===== src/rtl/evt_timer_pkg.sv =====
package evt_timer_pkg;

    typedef enum logic [2:0] {
        RG_CAP_LO,
        RG_CAP_HI,
        RG_CFG,
        RG_STAT,
        RG_CNT_LO,
        RG_CNT_HI,
        RG_SLOT,
        RG_NONE
    } region_e;

    localparam int BUS_W      = 32;
    localparam int ADDR_W     = 10;
    localparam int MIN_TIMERS = 3;

    function automatic int clamp_timers(input int want, input int max_t);
        if (want < MIN_TIMERS) return MIN_TIMERS;
        if (want > max_t) return max_t;
        return want;
    endfunction

endpackage


===== src/rtl/evt_addr_decode.sv =====
module evt_addr_decode
    import evt_timer_pkg::*;
#(
    parameter int EFF_TIMERS = 3,
    parameter int IDX_W      = 3
) (
    input  logic [ADDR_W-1:0] addr,
    output region_e           region,
    output logic [IDX_W-1:0]  slot,
    output logic [2:0]        word
);
    logic [4:0] slot_full;

    always_comb begin
        region    = RG_NONE;
        word      = addr[4:2];
        slot_full = addr[9:5] - 5'd8;
        slot      = slot_full[IDX_W-1:0];
        if (addr[1:0] == 2'b00) begin
            if (addr[9:8] != 2'b00) begin
                if ((slot_full < 5'(EFF_TIMERS)) && (word <= 3'd5)) region = RG_SLOT;
            end else begin
                case (addr[7:2])
                    6'd0:    region = RG_CAP_LO;
                    6'd1:    region = RG_CAP_HI;
                    6'd2:    region = RG_CFG;
                    6'd3:    region = RG_STAT;
                    6'd4:    region = RG_CNT_LO;
                    6'd5:    region = RG_CNT_HI;
                    default: region = RG_NONE;
                endcase
            end
        end
    end
endmodule


===== src/rtl/evt_main_counter.sv =====
module evt_main_counter #(
    parameter int HALF_W = 32
) (
    input  logic                clk,
    input  logic                rst_n,
    input  logic                run,
    input  logic                ld_lo,
    input  logic                ld_hi,
    input  logic [HALF_W-1:0]   ld_data,
    output logic [2*HALF_W-1:0] count
);
    localparam int CNT_W = 2 * HALF_W;

    typedef struct packed {
        logic [CNT_W-1:0] cnt;
    } cnt_s;

    cnt_s cnt_d, cnt_q;

    always_comb begin
        cnt_d = cnt_q;
        if (ld_lo)       cnt_d.cnt[HALF_W-1:0]     = ld_data;
        else if (ld_hi)  cnt_d.cnt[CNT_W-1:HALF_W] = ld_data;
        else if (run)    cnt_d.cnt                 = cnt_q.cnt + CNT_W'(1);
    end

    always_ff @(posedge clk or negedge rst_n) begin
        if (!rst_n) cnt_q <= '0;
        else        cnt_q <= cnt_d;
    end

    assign count = cnt_q.cnt;

    // frozen while stopped and not written
    a_r5_hold: assert property (@(posedge clk) disable iff (!rst_n)
        (!run && !ld_lo && !ld_hi) |=> $stable(count));
    // one step per edge while running
    a_r5_step: assert property (@(posedge clk) disable iff (!rst_n)
        (run && !ld_lo && !ld_hi) |=> (count == $past(count) + CNT_W'(1)));
    // low half load wins over increment
    a_r6_load_lo: assert property (@(posedge clk) disable iff (!rst_n)
        ld_lo |=> (count[HALF_W-1:0] == $past(ld_data)
                   && count[CNT_W-1:HALF_W] == $past(count[CNT_W-1:HALF_W])));
    // high half load keeps low half
    a_r6_load_hi: assert property (@(posedge clk) disable iff (!rst_n)
        (ld_hi && !ld_lo) |=> (count[CNT_W-1:HALF_W] == $past(ld_data)
                   && count[HALF_W-1:0] == $past(count[HALF_W-1:0])));
endmodule


===== src/rtl/evt_irq_status.sv =====
module evt_irq_status #(
    parameter int MAX_TIMERS = 8,
    parameter int EFF_TIMERS = 3
) (
    input  logic                  clk,
    input  logic                  rst_n,
    input  logic [MAX_TIMERS-1:0] set,
    input  logic                  clr,
    input  logic [MAX_TIMERS-1:0] clr_mask,
    output logic [MAX_TIMERS-1:0] status
);
    localparam logic [MAX_TIMERS-1:0] RANGE = MAX_TIMERS'((64'd1 << EFF_TIMERS) - 64'd1);

    typedef struct packed {
        logic [MAX_TIMERS-1:0] st;
    } st_s;

    st_s st_d, st_q;

    always_comb begin
        st_d = st_q;
        if (clr) st_d.st = st_q.st & ~clr_mask;
        st_d.st = st_d.st | (set & RANGE);
    end

    always_ff @(posedge clk or negedge rst_n) begin
        if (!rst_n) st_q <= '0;
        else        st_q <= st_d;
    end

    assign status = st_q.st;

    // an active set always lands, even against a clear
    a_r8_set_wins: assert property (@(posedge clk) disable iff (!rst_n)
        ((set & RANGE) != '0) |=> ((status & $past(set & RANGE)) == $past(set & RANGE)));
    // a written one clears a bit with no concurrent set
    a_r8_clear: assert property (@(posedge clk) disable iff (!rst_n)
        clr |=> ((status & $past(clr_mask & ~set)) == '0));
endmodule


===== src/rtl/evt_timer_front.sv =====
module evt_timer_front
    import evt_timer_pkg::*;
#(
    parameter int          MAX_TIMERS = 8,
    parameter int          NUM_TIMERS = 2,
    parameter logic [31:0] TICK_FS    = 32'd10000000,
    parameter logic [15:0] VENDOR_ID  = 16'h5A17,
    parameter logic [7:0]  REV_ID     = 8'h01
) (
    input  logic                     clk,
    input  logic                     rst_n,
    input  logic                     req_valid,
    input  logic                     req_write,
    input  logic [9:0]               req_addr,
    input  logic [31:0]              req_wdata,
    output logic                     req_ready,
    output logic                     rsp_valid,
    output logic [31:0]              rsp_rdata,
    output logic [63:0]              count_value,
    output logic                     count_run,
    output logic                     legacy_route,
    output logic [MAX_TIMERS-1:0]    tmr_wr_stb,
    output logic [2:0]               tmr_word,
    output logic [31:0]              tmr_wdata,
    input  logic [32*MAX_TIMERS-1:0] tmr_rdata,
    input  logic [MAX_TIMERS-1:0]    tmr_cmp_max,
    output logic [MAX_TIMERS-1:0]    tmr_arm,
    output logic [MAX_TIMERS-1:0]    tmr_disarm,
    input  logic [MAX_TIMERS-1:0]    irq_set,
    output logic [MAX_TIMERS-1:0]    irq_status
);
    localparam int EFF_TIMERS = clamp_timers(NUM_TIMERS, MAX_TIMERS);
    localparam int IDX_W      = (MAX_TIMERS > 1) ? $clog2(MAX_TIMERS) : 1;
    localparam logic [MAX_TIMERS-1:0] RANGE = MAX_TIMERS'((64'd1 << EFF_TIMERS) - 64'd1);
    localparam logic [31:0] CAP_WORD = {VENDOR_ID, 1'b1, 1'b0, 1'b1, 5'(EFF_TIMERS - 1), REV_ID};
    localparam logic [1:0]  CFG_WMASK = 2'b11;

    typedef struct packed {
        logic                  rdy;
        logic [1:0]            cfg;
        logic                  rsp_v;
        logic [31:0]           rdata;
        logic [MAX_TIMERS-1:0] arm;
        logic [MAX_TIMERS-1:0] disarm;
    } front_s;

    front_s fr_d, fr_q;

    region_e          region;
    logic [IDX_W-1:0] slot;
    logic [2:0]       word;
    logic             take, wr, rd, slot_wr;
    logic             cfg_wr, run_rise, run_fall;
    logic [1:0]       cfg_new;
    logic [31:0]      rd_mux;
    logic [31:0]      chan_word [MAX_TIMERS];

    evt_addr_decode #(.EFF_TIMERS(EFF_TIMERS), .IDX_W(IDX_W)) u_dec (
        .addr   (req_addr),
        .region (region),
        .slot   (slot),
        .word   (word)
    );

    assign take = req_valid && fr_q.rdy;
    assign wr   = take && req_write;
    assign rd   = take && !req_write;

    evt_main_counter #(.HALF_W(32)) u_cnt (
        .clk     (clk),
        .rst_n   (rst_n),
        .run     (fr_q.cfg[0]),
        .ld_lo   (wr && region == RG_CNT_LO),
        .ld_hi   (wr && region == RG_CNT_HI),
        .ld_data (req_wdata),
        .count   (count_value)
    );

    evt_irq_status #(.MAX_TIMERS(MAX_TIMERS), .EFF_TIMERS(EFF_TIMERS)) u_stat (
        .clk      (clk),
        .rst_n    (rst_n),
        .set      (irq_set),
        .clr      (wr && region == RG_STAT),
        .clr_mask (req_wdata[MAX_TIMERS-1:0]),
        .status   (irq_status)
    );

    // channel read lanes and one-hot write strobes
    assign slot_wr = wr && (region == RG_SLOT) && (word != 3'd1);
    for (genvar t = 0; t < MAX_TIMERS; t++) begin : g_chan
        assign chan_word[t]  = tmr_rdata[t*32 +: 32];
        assign tmr_wr_stb[t] = slot_wr && (slot == IDX_W'(t));
    end
    assign tmr_word  = word;
    assign tmr_wdata = req_wdata;

    always_comb begin
        case (region)
            RG_CAP_LO: rd_mux = CAP_WORD;
            RG_CAP_HI: rd_mux = TICK_FS;
            RG_CFG:    rd_mux = {30'd0, fr_q.cfg};
            RG_STAT:   rd_mux = 32'(irq_status);
            RG_CNT_LO: rd_mux = count_value[31:0];
            RG_CNT_HI: rd_mux = count_value[63:32];
            RG_SLOT:   rd_mux = chan_word[slot];
            default:   rd_mux = 32'd0;
        endcase
    end

    always_comb begin
        cfg_wr   = wr && (region == RG_CFG);
        cfg_new  = (fr_q.cfg & ~CFG_WMASK) | (req_wdata[1:0] & CFG_WMASK);
        run_rise = cfg_wr && !fr_q.cfg[0] && cfg_new[0];
        run_fall = cfg_wr && fr_q.cfg[0] && !cfg_new[0];

        fr_d        = fr_q;
        fr_d.rdy    = 1'b1;
        fr_d.rsp_v  = rd;
        fr_d.rdata  = rd ? rd_mux : 32'd0;
        fr_d.arm    = run_rise ? (~tmr_cmp_max & RANGE) : '0;
        fr_d.disarm = run_fall ? RANGE : '0;
        if (cfg_wr) fr_d.cfg = cfg_new;
    end

    always_ff @(posedge clk or negedge rst_n) begin
        if (!rst_n) fr_q <= '0;
        else        fr_q <= fr_d;
    end

    assign req_ready    = fr_q.rdy;
    assign rsp_valid    = fr_q.rsp_v;
    assign rsp_rdata    = fr_q.rdata;
    assign count_run    = fr_q.cfg[0];
    assign legacy_route = fr_q.cfg[1];
    assign tmr_arm      = fr_q.arm;
    assign tmr_disarm   = fr_q.disarm;

    // taken read answers in the next cycle
    a_r2_read_rsp: assert property (@(posedge clk) disable iff (!rst_n)
        (req_valid && req_ready && !req_write) |=> rsp_valid);
    // writes are silent
    a_r2_write_silent: assert property (@(posedge clk) disable iff (!rst_n)
        (req_valid && req_ready && req_write) |=> !rsp_valid);
    // arm and disarm never coincide
    a_r7_excl: assert property (@(posedge clk) disable iff (!rst_n)
        !((tmr_arm != '0) && (tmr_disarm != '0)));
    // at most one channel strobed
    a_r9_onehot: assert property (@(posedge clk) disable iff (!rst_n)
        $onehot0(tmr_wr_stb));
    // no strobe reaches an inactive slot
    a_r10_range: assert property (@(posedge clk) disable iff (!rst_n)
        ((tmr_wr_stb & ~RANGE) == '0));
    // run bit only moves on a taken write
    a_r4_cfg_stable: assert property (@(posedge clk) disable iff (!rst_n)
        !(req_valid && req_ready && req_write) |=> $stable(count_run));
endmodule


===== config.mk =====
export PLATFORM = sky130hd
export DESIGN_NAME = evt_timer_front
export DESIGN_NICKNAME = d
export VERILOG_FILES = /design/src/rtl/evt_timer_pkg.sv /design/src/rtl/evt_addr_decode.sv /design/src/rtl/evt_main_counter.sv /design/src/rtl/evt_irq_status.sv /design/src/rtl/evt_timer_front.sv
export SDC_FILE = /design/constraint.sdc
export NUM_CORES = 1
export LEC_CHECK = 0
export BUFFER_PORTS_ARGS = -buffer_cell sky130_fd_sc_hd__buf_2
export CORE_AREA = 2 2 187 189
export CTS_CLUSTER_SIZE = 12
export DETAILED_ROUTE_END_ITERATION = 8
export DIE_AREA = 0 0 189 191
export GPL_TIMING_DRIVEN = 0
export PLACE_DENSITY = 0.48
export SETUP_SLACK_MARGIN = 0.2
export SYNTH_ARGS = -nofsm -noshare
export SYNTH_HDL_FRONTEND = slang
export SYNTH_SLANG_ARGS = --single-unit

===== constraint.sdc =====
create_clock -name clk -period 4.8 [get_ports clk]
set_input_delay 0.72 -clock clk [delete_from_list [all_inputs] [get_ports clk]]
set_output_delay 0.72 -clock clk [all_outputs]
set_load 0.02 [all_outputs]

# After elaboration in Yosys (flattened, before gate mapping)

Index checks and enable logic that the tools add are counted.
Widths: inputs -> output; s select.

Logic and storage cells: 90
Input port bits: 318
Register bits: 114

$lt $le $gt $ge: 3
Multiplexer cells: 16
$add $sub $neg: 2
Reductions and logical operators: 34
Bitwise logic cells: 6
Equality and inequality tests: 20

Operators with widths:

| operator              | number |
|---|---|
| $pmux 32 s7           | 1 |
| $mux 32               | 6 |
| $bmux 32 s3           | 1 |
| $add 64x1->64 const B | 1 |
| $mux 64               | 1 |
| $logic_and 1x1->1     | 22 |
| $eq 3x3->1 const B    | 7 |
| $pmux 3 s6            | 1 |
| $eq 3x2->1 const B    | 4 |
| $eq 6x2->1 const B    | 2 |
| $eq 6x3->1 const B    | 2 |
| $mux 3                | 4 |
| $and 8x8->8           | 1 |
| $mux 8                | 1 |
| $not 8->8             | 1 |
| $or 8x3->8            | 1 |
| $eq 3x1->1 const B    | 2 |
| $eq 6x1->1 const B    | 1 |
| $logic_not 3->1       | 2 |
| $logic_not 6->1       | 1 |
| $reduce_bool 2->1     | 3 |
| $lt 5x2->1 const B    | 1 |
| $sub 5x4->5 const B   | 1 |
| $ge 4x4->1 const B    | 1 |
| 10 further kinds      | 13 |

# Logic depth before layout (Yosys ltp)

Gate-level depths: netlist of the first run.

Depth after elaboration: 11
Gate-level depth with buffers: 10

# Modules after synthesis

From an unflattened synthesis of the first run, not the netlist that was laid out.

Cells, all modules: 1035
Area, all modules: 9160.0 um^2

Modules (own cells, without submodules):

| module           | times used | area an instance (um^2) | cells an instance | seq. area each (um^2) |
|---|---|---|---|---|
| evt_timer_front  | 1          | 4430.5                  | 479               | 1001.0 |
| evt_main_counter | 1          | 4351.7                  | 523               | 1601.5 |
| evt_irq_status   | 1          | 271.5                   | 19                | 200.2 |
| evt_addr_decode  | 1          | 106.4                   | 14                | 0.0 |

# Worst setup path after synthesis of the first run

Ideal clock, no wire load.

Path type: in2out
Start point: input req_addr[6]
End point: output tmr_wr_stb[0]
Stages: 8
Arrival: 2.460 ns
Path slack: 1.620 ns
Data required time: 4.080 ns
Path through: buf_1 nor4_1 a31o_2 buf_2 nand3_1 nor2_1 clkbuf_1 and3_1

Word-level cells in the longest chain between the ends: 10

RTL lines:

| item                            | RTL line              | RTL |
|---|---|---|
| start: declaration              | evt_timer_front.sv:14 | `input logic [9:0] req_addr,` |
| $sub 5x4->5                     | evt_addr_decode.sv:17 | `slot_full = addr[9:5] - 5'd8;` |
| $lt 5x2->1                      | evt_addr_decode.sv:21 | `if ((slot_full < 5'(EFF_TIMERS)) && (word <= 3'd5)) region = RG_SLOT;` |
| $logic_and 1x1->1               | evt_addr_decode.sv:21 |  |
| $mux 1                          | evt_addr_decode.sv:21 |  |
| $mux 3                          | evt_addr_decode.sv:20 | `if (addr[9:8] != 2'b00) begin` |
| $mux 3                          | evt_addr_decode.sv:19 | `if (addr[1:0] == 2'b00) begin` |
| $eq 3x3->1                      | evt_timer_front.sv:89 | `assign slot_wr = wr && (region == RG_SLOT) && (word != 3'd1);` |
| $logic_and 1x1->1 (2 in series) | evt_timer_front.sv:89 |  |
| $logic_and 1x1->1 *             | evt_timer_front.sv:92 | `assign tmr_wr_stb[t] = slot_wr && (slot == IDX_W'(t));` |
| end: declaration                | evt_timer_front.sv:22 | `output logic [MAX_TIMERS-1:0] tmr_wr_stb,` |

Mark *: on every way between the ends. The rest lies on a longest branch, timed or not.

# Worst setup path after layout of the first run

Same ends and word-level chain as after synthesis.

==> impl_metrics.xml, run 1 <==
<?xml version="1.0" encoding="UTF-8"?>
<metrics>
  <group name="status">
    <metric name="result_of_the_run" unit="">complete, no violations</metric>
  </group>
  <group name="setup_path">
    <metric name="critPathMaxFanout" unit="">10</metric>
    <metric name="crit_family" unit="">buffers and inverters</metric>
    <metric name="critPathArrivalTime" unit="ps">3370</metric>
    <metric name="timing.critical_path.to_type" unit="">primary output</metric>
    <metric name="critical-path-max-stage-delay" unit="ps">480</metric>
    <metric name="required" unit="ps">4080</metric>
    <metric name="worstPathBufferInverterCount" unit="">5</metric>
    <metric name="critical_path.cell_chain" unit="">buf_2, buf_1, nor4_1, a31o_2, buf_2, nand3_1, nor2_1, clkbuf_1, and3_1, buf_2</metric>
    <metric name="timing.reg2reg.setup_slack" unit="ps">1600</metric>
    <metric name="cp-start-kind" unit="">primary input</metric>
    <metric name="cp_slowest_cell" unit="">clkbuf_1</metric>
    <metric name="critPathMostFrequentCell" unit="">buf_2</metric>
    <metric name="path_class" unit="">primary input to primary output</metric>
  </group>
  <group name="yosys">
    <metric name="synth.top_cells.by_count" unit="">nand2_1, dfrtp_1, nor2_1</metric>
    <metric name="warnings_from_yosys" unit="">0</metric>
    <metric name="postSynth.asyncResetShare" unit="">1.00</metric>
    <metric name="synth_top_flop_cell" unit="">dfrtp_1</metric>
    <metric name="synthesis.area" unit="µm²">7760</metric>
    <metric name="yosys_register_bits" unit="">112</metric>
    <metric name="synth_edf_count" unit="">0</metric>
    <metric name="synth.yosys.seq_area_share" unit="">0.361</metric>
    <metric name="synthTopCellsByArea" unit="">dfrtp_1, mux4_2, nand2_1</metric>
    <metric name="synth.most_common_cell" unit="">nand2_1</metric>
    <metric name="netlist-cell-type-count" unit="">68</metric>
    <metric name="avg_synthesized_cell_area" unit="µm²">8.69</metric>
    <metric name="top_area_cell_type_share_of_the_netlist_area" unit="">0.361</metric>
    <metric name="syn-instance-count" unit="">893</metric>
    <metric name="dominant_cell_type_by_area_after_synthesis" unit="">dfrtp_1</metric>
  </group>
  <group name="clocking">
    <metric name="worst_setup_hold_path_clk_slew" unit="ps">80</metric>
    <metric name="clkLatencyLatePin" unit="ps">380</metric>
    <metric name="cts_h_tree_lvls" unit="">3</metric>
    <metric name="tritoncts_clock_tree" unit="">yes</metric>
    <metric name="cts_setup_buffers" unit="">0</metric>
    <metric name="clock_tree.root_cell" unit="">clkbuf_16</metric>
    <metric name="clock-sinks" unit="">112</metric>
    <metric name="clk_path_buf_depth" unit="">2</metric>
    <metric name="cts_inserted_buffers" unit="">9</metric>
    <metric name="cts_hold_repair.buffers" unit="">0</metric>
    <metric name="post_cts_resize_count" unit="">0</metric>
  </group>
  <group name="die">
    <metric name="full_die_area" unit="µm²">36100</metric>
    <metric name="die_w" unit="µm">189</metric>
    <metric name="initial_core_util" unit="">0.228</metric>
    <metric name="num_io_pins" unit="">485</metric>
    <metric name="chipHeight" unit="µm">191</metric>
    <metric name="floorplan.rows" unit="">68</metric>
    <metric name="core-area" unit="µm²">34100</metric>
  </group>
  <group name="power">
    <metric name="p_leak" unit="nW">4.50</metric>
    <metric name="power_consumption" unit="mW">2.08</metric>
    <metric name="ir_worst_vdd" unit="mV">0.159</metric>
    <metric name="power.density_cell_area" unit="nW/µm²">201</metric>
  </group>
  <group name="global_routing">
    <metric name="global_route_wire_length_before_repair" unit="mm">55.9</metric>
    <metric name="grt_overflow" unit="">0</metric>
    <metric name="number_of_antenna_violations_at_the_first_check_in_global_routing" unit="">0</metric>
    <metric name="grt_max_degree" unit="">62</metric>
    <metric name="track_usage" unit="">0.211</metric>
    <metric name="first_global_vias" unit="">8359</metric>
  </group>
  <group name="sta">
    <metric name="setup_viol" unit="">0</metric>
    <metric name="max_freq" unit="MHz">245</metric>
    <metric name="slew_headroom" unit="">0.253</metric>
    <metric name="timing.final.ws_setup" unit="ps">712</metric>
    <metric name="drv_slew" unit="">0</metric>
    <metric name="worst_clock_skew" unit="ps">10.4</metric>
    <metric name="finalWorstPathRequiredPeriod" unit="ps">4090</metric>
    <metric name="final.hold.worst_slack" unit="ps">289</metric>
    <metric name="report.final.hold_viol_count" unit="">0</metric>
    <metric name="final_min_period_over_clock_period" unit="">0.852</metric>
    <metric name="final.setup.tns" unit="ps">0</metric>
    <metric name="worst_pin_slew" unit="ps">1110</metric>
    <metric name="grt_setup_unrepaired" unit="">no</metric>
  </group>
  <group name="detailed_routing">
    <metric name="m1WireLength" unit="mm">17.3</metric>
    <metric name="routedWlPerCell" unit="µm">23.2</metric>
    <metric name="detailedRoute.firstIterationViolations" unit="">725</metric>
    <metric name="vias" unit="">8860</metric>
    <metric name="maxUsedRoutingLayer" unit="">met4</metric>
    <metric name="totalWireLength" unit="mm">39.6</metric>
    <metric name="route.antenna.remaining_nets" unit="">0</metric>
    <metric name="avgViaCountPerCell" unit="">5.18</metric>
    <metric name="first_pass_iters" unit="">5</metric>
    <metric name="met2RoutedLength" unit="mm">18.6</metric>
    <metric name="detailroute.wirelength.met3" unit="mm">2.87</metric>
    <metric name="drt_drc_violations_left" unit="">0</metric>
  </group>
  <group name="layout">
    <metric name="area_growth_syn_to_layout" unit="%">33.6</metric>
    <metric name="fill_cells" unit="">3700</metric>
    <metric name="design_area" unit="µm²">10400</metric>
    <metric name="final_util" unit="">0.304</metric>
    <metric name="diodes" unit="">0</metric>
    <metric name="finalNonFillerCells" unit="">1710</metric>
    <metric name="finish.net_count" unit="">1569</metric>
    <metric name="layout-drive-gt1-share" unit="">0.363</metric>
  </group>
  <group name="placed_design">
    <metric name="dp.final_hpwl" unit="mm">32.0</metric>
    <metric name="place.detailed.instances" unit="">1694</metric>
    <metric name="placedInstanceArea" unit="µm²">10100</metric>
    <metric name="place_congestion" unit="">0.939</metric>
    <metric name="pre_cts_slack" unit="ps">764</metric>
    <metric name="placement.io_buffers" unit="">331</metric>
  </group>
  <group name="job">
    <metric name="cap_viol_max_count" unit="">0</metric>
  </group>
  <group name="hold_path">
    <metric name="class_of_the_worst_hold_path" unit="">primary input to async pin</metric>
  </group>
</metrics>
## final timing paths
check | from | to | cells past startpoint
worst max-delay path | req_addr[6] | tmr_wr_stb[0] | 10
worst min-delay path | rst_n | u_cnt.count[62]$_DFFE_PN0P_ | 1
worst max register to register | req_ready$_DFF_PN0_ | u_cnt.count[58]$_DFFE_PN0P_ | 7
worst min register to register | u_stat.status[2]$_DFF_PN0_ | u_stat.status[2]$_DFF_PN0_ | 1
max in group asynchronous | rst_n | u_cnt.count[19]$_DFFE_PN0P_ | 2
min in group clk | tmr_cmp_max[2] | tmr_arm[2]$_DFF_PN0_ | 2
## report_power, final
part	internal (mW)	switching, mW	total (mW)
clock network	0.370	0.420	0.790
logic	0.152	0.182	0.334
registers	0.947	0.0108	0.958
total	1.47	0.613	2.08
## area by class of cell
class                   instances  area (µm²)  area share
multi-input cells             683        4390       0.423
inverters                       8        30.0     0.00290
clock buffers                   9         225      0.0217
repair buffers                332        1690       0.163
clock inverters                 7        71.3     0.00688
well taps                     455         569      0.0549
flip-flops and latches        112        2800       0.270
plain buffers                 104         594      0.0573
## placed cells by master (no fill, tap or decap), types with 6 or more instances in the layout
cell type,n
mux4_2,32
buf_4,53
o211ai_1,6
nor3_1,32
and2_1,11
nor2_1,73
o22ai_1,12
conb_1,16
a31oi_1,9
o21ai_0,35
a22o_1,7
nand3_1,42
dfrtp_1,112
xnor2_1,14
inv_1,7
a21oi_1,66
nand2_1,123
nand4_1,31
xor2_1,16
and4_1,7
and3_1,15
clkbuf_1,44
or3_1,12
clkbuf_16,9
a22oi_1,15
or4_1,7
buf_2,333
nor4_1,21
## cell families after synthesis
group                    share of synthesized area
multiplexers                                 0.102
other                                     0.000967
XOR/XNOR                                    0.0338
AND/OR/NAND/NOR                              0.265
buffers and inverters                       0.0804
flip-flops                                   0.361
adder cells (fa/ha/maj)                    0.00161
AO/OA/AOI/OAI                                0.155
## layer usage
| metal | GRT usage | up-vias |
|---|---|---|
| met5 | 0 | - |
| met4 | 0.0532 | 0 |
| li1 | - | 3958 |
| met2 | 0.338 | 456 |
| met3 | 0.0389 | 56 |
| met1 | 0.292 | 4390 |
## flip-flops by register name (all words and copies together) (netlist names)
signal,count
count_run,1
legacy_route,1
req_ready,1
rsp_rdata,32
rsp_valid,1
tmr_arm,3
tmr_disarm,1
u_cnt.count,64
u_stat.status,8
(Power assumes the default switching activity.)
==> run 2: changes to the inputs <==
--- a/config.mk
+++ b/config.mk
@@ -5,13 +5,14 @@
 export SDC_FILE = /design/constraint.sdc
 export NUM_CORES = 1
 export LEC_CHECK = 0
+export ABC_AREA = 1
 export BUFFER_PORTS_ARGS = -buffer_cell sky130_fd_sc_hd__buf_2
 export CORE_AREA = 2 2 187 189
 export CTS_CLUSTER_SIZE = 12
 export DETAILED_ROUTE_END_ITERATION = 8
 export DIE_AREA = 0 0 189 191
 export GPL_TIMING_DRIVEN = 0
-export PLACE_DENSITY = 0.48
+export PLACE_DENSITY = 0.53
 export SETUP_SLACK_MARGIN = 0.2
 export SYNTH_ARGS = -nofsm -noshare
 export SYNTH_HDL_FRONTEND = slang
==> impl_metrics.xml, run 2 <==
<?xml version="1.0" encoding="UTF-8"?>
<metrics>
  <group name="clocking">
    <metric name="tritoncts_clock_tree" unit="">yes</metric>
    <metric name="clkLatencyLatePin" unit="ps">390</metric>
    <metric name="cts_hold_repair.buffers" unit="">0</metric>
    <metric name="clk_path_buf_depth" unit="">2</metric>
    <metric name="cts_inserted_buffers" unit="">9</metric>
    <metric name="clock_tree.root_cell" unit="">clkbuf_16</metric>
    <metric name="clock-sinks" unit="">112</metric>
    <metric name="worst_setup_hold_path_clk_slew" unit="ps">80</metric>
    <metric name="cts_setup_buffers" unit="">0</metric>
    <metric name="post_cts_resize_count" unit="">0</metric>
    <metric name="cts_h_tree_lvls" unit="">3</metric>
  </group>
  <group name="die">
    <metric name="die_w" unit="µm">189</metric>
    <metric name="num_io_pins" unit="">485</metric>
    <metric name="core-area" unit="µm²">34100</metric>
    <metric name="full_die_area" unit="µm²">36100</metric>
    <metric name="floorplan.rows" unit="">68</metric>
    <metric name="initial_core_util" unit="">0.273</metric>
    <metric name="chipHeight" unit="µm">191</metric>
  </group>
  <group name="yosys">
    <metric name="yosys_register_bits" unit="">112</metric>
    <metric name="top_area_cell_type_share_of_the_netlist_area" unit="">0.300</metric>
    <metric name="post_synth_mux_area_share" unit="">0</metric>
    <metric name="yosys.area_share.simple" unit="">0.492</metric>
    <metric name="syn-instance-count" unit="">1557</metric>
    <metric name="avg_synthesized_cell_area" unit="µm²">5.99</metric>
    <metric name="warnings_from_yosys" unit="">0</metric>
    <metric name="synth_compound_area_frac" unit="">0.0707</metric>
    <metric name="synth_xor_xnor_area_share" unit="">0.0160</metric>
    <metric name="synth_edf_count" unit="">0</metric>
    <metric name="postSynth.asyncResetShare" unit="">1.00</metric>
    <metric name="synthesis.area" unit="µm²">9330</metric>
    <metric name="netlist-cell-type-count" unit="">43</metric>
    <metric name="fraction_of_the_mapped_netlist_area_in_adder_cells" unit="">0.00134</metric>
    <metric name="synthTopCellsByArea" unit="">dfrtp_1, nand2_1, nor2_1</metric>
    <metric name="synth_top_family_by_area" unit="">simple AND/OR/NAND/NOR gates</metric>
    <metric name="synth.most_common_cell" unit="">nand2_1</metric>
    <metric name="synth_top_flop_cell" unit="">dfrtp_1</metric>
    <metric name="synth.top_cells.by_count" unit="">nand2_1, nor2_1, nand3_1</metric>
    <metric name="dominant_cell_type_by_area_after_synthesis" unit="">dfrtp_1</metric>
    <metric name="synth.yosys.seq_area_share" unit="">0.300</metric>
  </group>
  <group name="sta">
    <metric name="grt_setup_unrepaired" unit="">no</metric>
    <metric name="setup_viol" unit="">0</metric>
    <metric name="report.final.hold_viol_count" unit="">0</metric>
    <metric name="worst_clock_skew" unit="ps">15.8</metric>
    <metric name="finalWorstPathRequiredPeriod" unit="ps">3400</metric>
    <metric name="final_min_period_over_clock_period" unit="">0.709</metric>
    <metric name="slew_headroom" unit="">0.534</metric>
    <metric name="drv_slew" unit="">0</metric>
    <metric name="final.setup.tns" unit="ps">0</metric>
    <metric name="final.hold.worst_slack" unit="ps">251</metric>
    <metric name="max_freq" unit="MHz">294</metric>
    <metric name="worst_pin_slew" unit="ps">699</metric>
    <metric name="timing.final.ws_setup" unit="ps">1400</metric>
  </group>
  <group name="layout">
    <metric name="mostFrequentLayoutCell" unit="">nand2_1</metric>
    <metric name="final_cell_mix" unit="">nand2_1, buf_2, nor2_1, nand3_1, inv_1</metric>
    <metric name="finish.net_count" unit="">2233</metric>
    <metric name="fill_cells" unit="">3927</metric>
    <metric name="multiInputGateArea" unit="µm²">5470</metric>
    <metric name="layout-drive-gt1-share" unit="">0.262</metric>
    <metric name="area_growth_syn_to_layout" unit="%">28.3</metric>
    <metric name="design_area" unit="µm²">12000</metric>
    <metric name="area_taken_by_flip_flops_and_latches" unit="µm²">2800</metric>
    <metric name="max_reg_flops" unit="">64</metric>
    <metric name="final_util" unit="">0.351</metric>
    <metric name="finalNonFillerCells" unit="">2377</metric>
  </group>
  <group name="power">
    <metric name="net-switching-power" unit="mW">0.902</metric>
    <metric name="int_power" unit="mW">1.70</metric>
    <metric name="switching_part_of_the_total_power" unit="">0.346</metric>
    <metric name="power.clock.fraction" unit="">0.336</metric>
    <metric name="ir_worst_vdd" unit="mV">0.145</metric>
    <metric name="p_leak" unit="nW">6.66</metric>
    <metric name="power.density_cell_area" unit="nW/µm²">218</metric>
    <metric name="power.combinational.fraction" unit="">0.249</metric>
    <metric name="power_consumption" unit="mW">2.61</metric>
    <metric name="pwr-share-seq" unit="">0.414</metric>
  </group>
  <group name="detailed_routing">
    <metric name="route.antenna.remaining_nets" unit="">0</metric>
    <metric name="detailedRoute.firstIterationViolations" unit="">758</metric>
    <metric name="drt_drc_violations_left" unit="">0</metric>
    <metric name="avgViaCountPerCell" unit="">4.76</metric>
    <metric name="totalWireLength" unit="mm">49.8</metric>
    <metric name="vias" unit="">11323</metric>
    <metric name="routedWlPerCell" unit="µm">21.0</metric>
    <metric name="first_pass_iters" unit="">8</metric>
  </group>
  <group name="global_routing">
    <metric name="global_route_wire_length_before_repair" unit="mm">71.8</metric>
    <metric name="number_of_antenna_violations_at_the_first_check_in_global_routing" unit="">6</metric>
    <metric name="grt_overflow" unit="">0</metric>
    <metric name="track_usage" unit="">0.271</metric>
    <metric name="first_global_vias" unit="">11066</metric>
    <metric name="grt_max_degree" unit="">70</metric>
  </group>
  <group name="setup_path">
    <metric name="worst_r2r_path_depth" unit="">9</metric>
    <metric name="critPathMaxFanout" unit="">10</metric>
    <metric name="path_class" unit="">primary input to primary output</metric>
    <metric name="timing.critical_path.to_type" unit="">primary output</metric>
    <metric name="timing.reg2reg.setup_slack" unit="ps">2370</metric>
    <metric name="cp-start-kind" unit="">primary input</metric>
    <metric name="required" unit="ps">4080</metric>
    <metric name="critPathArrivalTime" unit="ps">2680</metric>
    <metric name="r2r_start" unit="">u_cnt.count[17]$_DFFE_PN0P_</metric>
    <metric name="worst_r2r_endpoint" unit="">u_cnt.count[53]$_DFFE_PN0P_</metric>
  </group>
  <group name="placed_design">
    <metric name="place_congestion" unit="">0.921</metric>
    <metric name="placement.io_buffers" unit="">331</metric>
    <metric name="pre_cts_slack" unit="ps">1300</metric>
    <metric name="place.detailed.instances" unit="">2358</metric>
    <metric name="placedInstanceArea" unit="µm²">11600</metric>
    <metric name="dp.final_hpwl" unit="mm">40.9</metric>
  </group>
  <group name="status">
    <metric name="result_of_the_run" unit="">complete, no violations</metric>
  </group>
  <group name="hold_path">
    <metric name="class_of_the_worst_hold_path" unit="">primary input to async pin</metric>
  </group>
  <group name="job">
    <metric name="cap_viol_max_count" unit="">0</metric>
  </group>
</metrics>
run 2: how the worst max path moves through the flow:
stage / startpoint / end / cells after the start
after floorplan: req_addr[9] / tmr_wr_stb[0] / 6
after global placement: req_addr[1] / tmr_wr_stb[1] / 8
after detailed placement: req_addr[1] / tmr_wr_stb[1] / 8
final: req_addr[1] / tmr_wr_stb[1] / 8
after CTS: req_addr[1] / tmr_wr_stb[1] / 8
after global routing: req_addr[9] / tmr_wr_stb[1] / 8
run 2: kinds of logic after synthesis:
logic type / count (synthesis)
other cells: 2
xor+xnor: 17
simple gates: 1079
buf+inv: 228
compound gates: 118
flops: 112
fa+ha+maj: 1
run 2: power by group through the flow:
stage	combinational, mW	clock (mW)	sequential [mW]
2_1_floorplan	0.334	0	1.10
3_3_place_gp	0.642	0	1.10
3_5_place_dp	0.649	0	1.09
4_1_cts	0.653	0.885	1.08
5_1_grt	0.713	0.912	1.08
6_report	0.649	0.877	1.08
run 2: critical path: stages:
cell	delay (ps)
buf_2	110
nor3_1	420
nand3_4	240
nor3_2	180
buf_2	250
o311ai_1	230
nor2_1	300
buf_2	230
run 2: layout make-up:
type                    instances  share of cell area
clock buffers                  11              0.0203
diodes                          3            0.000627
repair buffers                332               0.141
multi-input cells            1231               0.457
plain buffers                 108              0.0551
clock inverters                 5             0.00659
well taps                     455              0.0476
flip-flops and latches        112               0.234
inverters                     120              0.0376
run 2: metal layers:
| metal | GRT usage | share of wire | up-vias |
|---|---|---|---|
| li1 | - | - | 5573 |
| met1 | 0.346 | 0.43 | 5276 |
| met2 | 0.479 | 0.48 | 427 |
| met3 | 0.0354 | 0.069 | 47 |
| met4 | 0.0733 | 0.023 | 0 |
| met5 | 0 | 0 | - |
